File: src/rtl/sbox_pkg.sv
package sbox_pkg;

  // Side indices; source code c on side s selects side (s+c) mod 4
  localparam int SIDE_N = 0;
  localparam int SIDE_E = 1;
  localparam int SIDE_S = 2;
  localparam int SIDE_W = 3;
  localparam int NUM_SIDES = 4;

  // Strobes from the configuration control to the datapath
  typedef struct packed {
    logic clear;  // synchronous reset of all data state
    logic flush;  // new configuration applied this edge
  } cfgStrobe_t;

endpackage

File: src/rtl/sbox_ctrl.sv
module sbox_ctrl
  import sbox_pkg::*;
#(
  parameter int CHAIN_W = 24
) (
  input  logic               clk,
  input  logic               rst,
  input  logic               cfgEn,
  input  logic               cfgIn,
  output logic               cfgOut,
  output cfgStrobe_t         strobe,
  output logic [CHAIN_W-1:0] activeCfg
);

  logic [CHAIN_W-1:0] chainQ;
  logic               cfgEnQ;
  logic               commit;

  assign commit = cfgEnQ & ~cfgEn;

  always_ff @(posedge clk) begin
    if (rst) begin
      chainQ    <= '0;
      activeCfg <= '0;
      cfgEnQ    <= 1'b0;
    end else begin
      cfgEnQ <= cfgEn;
      if (cfgEn) chainQ <= {chainQ[CHAIN_W-2:0], cfgIn};
      if (commit) activeCfg <= chainQ;
    end
  end

  assign cfgOut = chainQ[CHAIN_W-1];

  always_comb begin
    strobe       = '0;
    strobe.clear = rst;
    strobe.flush = commit;
  end


  hold_cfg_chk: assert property (@(posedge clk) disable iff (rst)
    cfgEn |=> $stable(activeCfg));


  commit_chk: assert property (@(posedge clk) disable iff (rst)
    $fell(cfgEn) |=> (activeCfg == $past(chainQ)));

endmodule

File: src/rtl/sbox_lane.sv
module sbox_lane #(
  parameter int DATA_W    = 16,
  parameter int MAX_DELAY = 4,
  parameter int DLY_W     = 3
) (
  input  logic                  clk,
  input  logic                  clear,
  input  logic                  flush,
  input  logic [2:0][DATA_W-1:0] cand,
  input  logic [1:0]            srcSel,
  input  logic                  regEn,
  input  logic [DLY_W-1:0]      dlySel,
  output logic [DATA_W-1:0]     laneOut
);

  localparam logic [DLY_W-1:0] MAX_D = DLY_W'(MAX_DELAY);

  logic [DATA_W-1:0] muxOut;
  logic [DATA_W-1:0] regQ;
  logic [DATA_W-1:0] preDly;
  logic [DLY_W-1:0]  effDly;
  logic [DATA_W-1:0] stage [MAX_DELAY];

  always_comb begin
    unique case (srcSel)
      2'd1:    muxOut = cand[0];
      2'd2:    muxOut = cand[1];
      2'd3:    muxOut = cand[2];
      default: muxOut = '0;
    endcase
  end

  always_ff @(posedge clk) begin
    if (clear || flush) regQ <= '0;
    else                regQ <= muxOut;
  end

  assign preDly = regEn ? regQ : muxOut;
  assign effDly = (dlySel > MAX_D) ? MAX_D : dlySel;

  always_ff @(posedge clk) begin
    if (clear || flush) begin
      for (int i = 0; i < MAX_DELAY; i++) stage[i] <= '0;
    end else begin
      stage[0] <= preDly;
      for (int i = 1; i < MAX_DELAY; i++) stage[i] <= stage[i-1];
    end
  end

  always_comb begin
    laneOut = preDly;
    for (int i = 0; i < MAX_DELAY; i++)
      if (effDly == DLY_W'(i + 1)) laneOut = stage[i];
  end


  sel_off_chk: assert property (@(posedge clk) disable iff (clear)
    (srcSel == 2'd0 && !regEn && dlySel == '0) |-> (laneOut == '0));


  reg_latency_chk: assert property (@(posedge clk) disable iff (clear)
    (!flush && regEn && dlySel == '0) |=> (laneOut == $past(muxOut)));


  dly_one_chk: assert property (@(posedge clk) disable iff (clear)
    (!flush && !regEn && dlySel == DLY_W'(1)) |=> (laneOut == $past(muxOut)));


  flush_clear_chk: assert property (@(posedge clk) disable iff (clear)
    flush |=> (!(regEn || dlySel != '0) || laneOut == '0));

endmodule

File: src/rtl/sbox_datapath.sv
module sbox_datapath
  import sbox_pkg::*;
#(
  parameter int DATA_W    = 16,
  parameter int MAX_DELAY = 4,
  parameter int DLY_W     = 3,
  parameter int WORD_W    = 6
) (
  input  logic                            clk,
  input  cfgStrobe_t                      strobe,
  input  logic [NUM_SIDES*WORD_W-1:0]     activeCfg,
  input  logic [NUM_SIDES-1:0][DATA_W-1:0] trackIn,
  output logic [NUM_SIDES-1:0][DATA_W-1:0] trackOut
);

  for (genvar s = 0; s < NUM_SIDES; s++) begin : g_side
    logic [WORD_W-1:0]      word;
    logic [2:0][DATA_W-1:0] cand;

    assign word = activeCfg[s*WORD_W +: WORD_W];

    for (genvar k = 0; k < 3; k++) begin : g_cand
      assign cand[k] = trackIn[(s + k + 1) % NUM_SIDES];
    end

    sbox_lane #(
      .DATA_W   (DATA_W),
      .MAX_DELAY(MAX_DELAY),
      .DLY_W    (DLY_W)
    ) lane_i (
      .clk    (clk),
      .clear  (strobe.clear),
      .flush  (strobe.flush),
      .cand   (cand),
      .srcSel (word[1:0]),
      .regEn  (word[2]),
      .dlySel (word[WORD_W-1:3]),
      .laneOut(trackOut[s])
    );
  end

endmodule

File: src/rtl/pipe_switch_node.sv
module pipe_switch_node
  import sbox_pkg::*;
#(
  parameter int DATA_W    = 16,
  parameter int MAX_DELAY = 4
) (
  input  logic              clk,
  input  logic              rst,
  input  logic              cfgEn,
  input  logic              cfgIn,
  output logic              cfgOut,
  input  logic [DATA_W-1:0] northIn,
  input  logic [DATA_W-1:0] eastIn,
  input  logic [DATA_W-1:0] southIn,
  input  logic [DATA_W-1:0] westIn,
  output logic [DATA_W-1:0] northOut,
  output logic [DATA_W-1:0] eastOut,
  output logic [DATA_W-1:0] southOut,
  output logic [DATA_W-1:0] westOut
);

  localparam int DLY_W   = $clog2(MAX_DELAY + 1);
  localparam int WORD_W  = 3 + DLY_W;
  localparam int CHAIN_W = NUM_SIDES * WORD_W;

  cfgStrobe_t                       strobe;
  logic [CHAIN_W-1:0]               activeCfg;
  logic [NUM_SIDES-1:0][DATA_W-1:0] trackIn;
  logic [NUM_SIDES-1:0][DATA_W-1:0] trackOut;

  assign trackIn[SIDE_N] = northIn;
  assign trackIn[SIDE_E] = eastIn;
  assign trackIn[SIDE_S] = southIn;
  assign trackIn[SIDE_W] = westIn;

  assign northOut = trackOut[SIDE_N];
  assign eastOut  = trackOut[SIDE_E];
  assign southOut = trackOut[SIDE_S];
  assign westOut  = trackOut[SIDE_W];

  sbox_ctrl #(.CHAIN_W(CHAIN_W)) ctrl_i (
    .clk      (clk),
    .rst      (rst),
    .cfgEn    (cfgEn),
    .cfgIn    (cfgIn),
    .cfgOut   (cfgOut),
    .strobe   (strobe),
    .activeCfg(activeCfg)
  );

  sbox_datapath #(
    .DATA_W   (DATA_W),
    .MAX_DELAY(MAX_DELAY),
    .DLY_W    (DLY_W),
    .WORD_W   (WORD_W)
  ) dp_i (
    .clk      (clk),
    .strobe   (strobe),
    .activeCfg(activeCfg),
    .trackIn  (trackIn),
    .trackOut (trackOut)
  );

endmodule

File: config.mk
export PLATFORM = sky130hd
export DESIGN_NAME = pipe_switch_node
export DESIGN_NICKNAME = d
export VERILOG_FILES = /design/src/rtl/sbox_pkg.sv /design/src/rtl/sbox_ctrl.sv /design/src/rtl/sbox_lane.sv /design/src/rtl/sbox_datapath.sv /design/src/rtl/pipe_switch_node.sv
export SDC_FILE = /design/constraint.sdc
export NUM_CORES = 1
export LEC_CHECK = 0
export BUFFER_PORTS_ARGS = -buffer_cell sky130_fd_sc_hd__buf_4
export CAP_MARGIN = 20
export CORE_AREA = 2 2 189 191
export DETAILED_ROUTE_END_ITERATION = 12
export DIE_AREA = 0 0 191 193
export PLACE_DENSITY = 0.71
export SLEW_MARGIN = 20
export SYNTH_ARGS = -nofsm -noshare
export SYNTH_HDL_FRONTEND = slang
export SYNTH_HIERARCHICAL = 1
export SYNTH_SLANG_ARGS = --single-unit
File: constraint.sdc
create_clock -name clk -period 1.68 [get_ports clk]
set_clock_uncertainty 0.15 [all_clocks]
set_input_delay 0.084 -clock clk [delete_from_list [all_inputs] [get_ports clk]]
set_output_delay 0.084 -clock clk [all_outputs]
set_load 0.02 [all_outputs]
==> impl_metrics.yaml <==
synthesis:
  ys_types: 28
  yosys.cell_count.top_type: "dfxtp_1"
  netlist_top_cells_count: "369 x dfxtp_1, 196 x and2_1, 160 x nor2_1, 92 x and4bb_2, 88 x nand2b_1"
  synth_ff_type: "dfxtp_1"
  synth_top_area_share_pct: 42.1
  synth_enable_flop_cells: 0
  async_flop_share_pct: 0
  synthAdderAreaFrac_pct: 0
  synth_compound_area_share_pct: 17.2
  synth-seq-area-share_pct: 42.1
  synth_top_family_by_area: "simple AND/OR/NAND/NOR gates"
  synth_xor_area_share_pct: 0
  synth_fp_nets: 1722
  synthCells: 1654
  yosys-top-cells-area: "dfxtp_1 42%, and2_1 7.0%, and4bb_2 6.6%"
  synth.mux.area_fraction_pct: 10.8
  yosysWarnings: 6
  synth_top_cell_by_area: "dfxtp_1"
  syn_avg_cell_area_um2: 10.6
  synthSimpleGateAreaFrac_pct: 24.3
  ys_seq_elements: 369
  synth_area_um2: 17600
drt:
  drt_iter0_drc: 1540
  vias_per_cell: 6.23
  wirelength_um: 61900
  wire_per_inst_um: 24.8
  ant_nets: 0
  dr.pass1.iters: 8
  dr_total_vias: 15600
  drc_errors: 0
timing:
  worst_slack_ns: -0.730
  holdWs_ns: -0.0539
  slew-limit-headroom_pct: 60.9
  slew_violations: 0
  hold_viol: 5
  worst_pin_slew_ns: 0.587
  setup_violations: 76
  min_period_over_period_pct: 143
  finalCriticalPeriod_ns: 2.41
  max_freq_mhz: 415
  rsz0062_at_grt: "true"
grt:
  overflow: 0
  grt_first_pass_wirelength_um: 88100
  antenna_found_initial: 1
  grt_max_degree: 50
  grt_pass1_vias: 15100
  grt_usage_pct: 30.9
die:
  fp-row-count: 69
  die_h_um: 193
  core-area_um2: 35000
  die-area_um2: 36900
  fp.dieW_um: 191
  ios: 133
  initial_core_util_pct: 50.2
power_and_ir_drop:
  comb_power_share_pct: 6.2
  switching_share_pct: 23.5
  p_clk_share_pct: 48.3
  internal-power_mw: 14.7
  peakVddDrop_mv: 0.913
  p_seq_share_pct: 45.5
  power_density_nw_per_um2: 759
  switchingPower_mw: 4.51
  leakage_nw: 9.78
setup_path:
  cp.required_ns: 1.45
  crit_path_cell_trace: "buf_6 > mux2_4 > a221oi_4 > buf_6 > o21ai_4 > buf_6"
  critPathMaxStageDelay_ns: 0.39
  worst_path_max_delay_cell: "dfxtp_4"
  cp-start-kind: "flop"
  crit_fanout: 6
  cp.arrival_ns: 2.18
  cp_common_cell: "buf_6"
  crit_path_end_kind: "primary output"
  path_class: "reg2out"
placed_design:
  routabilityCongestion: 0.873
  dp.final_hpwl_um: 34600
  place_ws_ns: -0.358
  portBuffers: 132
clocking:
  cts_tree: "done"
  hold_buffers: 68
  cts_buffers: 41
  cts_max_path_buffers: 3
  clock_latency_ns: 0.58
  clk_pin_slew_worst_paths_ns: 0.06
  h-tree-depth: 2
  cts_root_buf: "clkbuf_16"
  clock-sinks: 369
run_status:
  violations: "negative hold slack, negative setup slack"
  outcome: "finished, violations left"
final_layout:
  fin_util_pct: 72.4
  syn2layout_area_growth_pct: 44.2
  layout-drive-gt1-share_pct: 47.4
  fin_nets: 2066
hold_path:
  hp-class: "in2reg"
job:
  max-cap-violations: 0
through the flow:
stage	std cells	hold WS, ns	cell area (um2)	TNS [ns]	total power, mW
2_1_floorplan	1654	0.0812	17700	0	9.43
3_3_place_gp	2265	0.190	19900	-13.64	9.85
3_5_place_dp	2265	0.197	19900	-15.24	9.86
4_1_cts	2460	-0.0533	24300	-39.69	19.2
5_1_grt	2492	-0.0172	25300	-43.59	19.7
6_report	2496	-0.0539	25300	-40.14	19.2
placed cells by master, fill, tap and decap left out, types with 6 or more instances in the layout:
cell,instances
a221oi_4,55
mux2i_1,24
clkbuf_1,8
clkbuf_8,10
nand2b_1,88
o21ai_4,7
mux2_4,86
a221oi_2,69
nor2_1,146
buf_4,263
buf_12,34
dfxtp_2,6
o21ai_2,57
nand4bb_1,24
o21ai_1,24
and4bb_2,92
buf_6,81
buf_16,7
a22oi_1,64
nor2b_1,8
and2_1,193
clkbuf_16,51
nor2_2,11
dfxtp_1,350
a32oi_1,61
mux2_2,42
dlygate4sd3_1,68
dfxtp_4,13
clkinv_2,8
nor4bb_4,14
nor4bb_2,19
layer usage:
layer  share of wire, %  GRT usage, %  wire length, um
met1                 40          40.4            24900
met2                 46          48.0            28600
met3                9.5          9.05             5890
met4                4.0          12.4             2470
met5                  0             0                0
area by class of cell:
class                           count  area (um2)
Clock inverter                     15         140
Inverter                            4        18.8
Antenna cell                        4        10.0
Tap cell                          461         577
Timing Repair Buffer              472        4890
Clock buffer                       61        1240
Fill cell                        2182        9630
Multi-Input combinational cell   1110       11000
Sequential cell                   369        7440
power by group through the flow:
stage	clock [mW]	sequential, mW	combinational (mW)
global placement	0	8.96	0.887
detailed placement	0	8.96	0.894
finish	9.28	8.75	1.19
global route	9.75	8.75	1.20
floorplan	0	8.96	0.469
CTS	9.31	8.76	1.10
logic make-up after synthesis:
group                  after synthesis
and+or+nand+nor                    614
DFF                                369
AOI/OAI and AO/OA                  344
buffers and inverters              175
muxes                              152
worst max-delay path, delay by kind of cell, from the launching register on:
kind | cells | cell delay (ns)
flops | 1 | 0.39
buf+inv | 3 | 0.46
compound gates | 2 | 0.44
mux | 1 | 0.33
path summary, 6_finish.rpt:
check                           cells after the start  slack [ns]                                             to                                           from
worst max register to register                      6       -0.10  dp_i/g_side[3].lane_i/stage[0][10]$_SDFF_PP0_              ctrl_i/activeCfg[18]$_SDFFE_PP0P_
worst min-delay path                                4       -0.05  dp_i/g_side[1].lane_i/stage[0][15]$_SDFF_PP0_                                    southIn[15]
worst min register to register                      1        0.30  dp_i/g_side[2].lane_i/stage[0][32]$_SDFF_PP0_  dp_i/g_side[2].lane_i/stage[0][16]$_SDFF_PP0_
worst max-delay path                                6       -0.73                                     westOut[4]              ctrl_i/activeCfg[18]$_SDFFE_PP0P_
sequential cells by signal, indices dropped and copies added (netlist names):
| signal | cells |
|---|---|
| dp_i/g_side.lane_i/stage | 256 |
| ctrl_i/activeCfg | 24 |
| dp_i/g_side.lane_i/regQ | 64 |
| ctrl_i/chainQ | 24 |
| ctrl_i/cfgEnQ | 1 |
repair_timing:
action,4_1_cts,5_1_grt
resized for setup,306,138
hold endpoints to repair,153,2
cloned,14,9
pin swaps,72,62
setup buffers,38,34
endpoints found under the setup margin,108,91
Power figures use the tool's default switching activity.
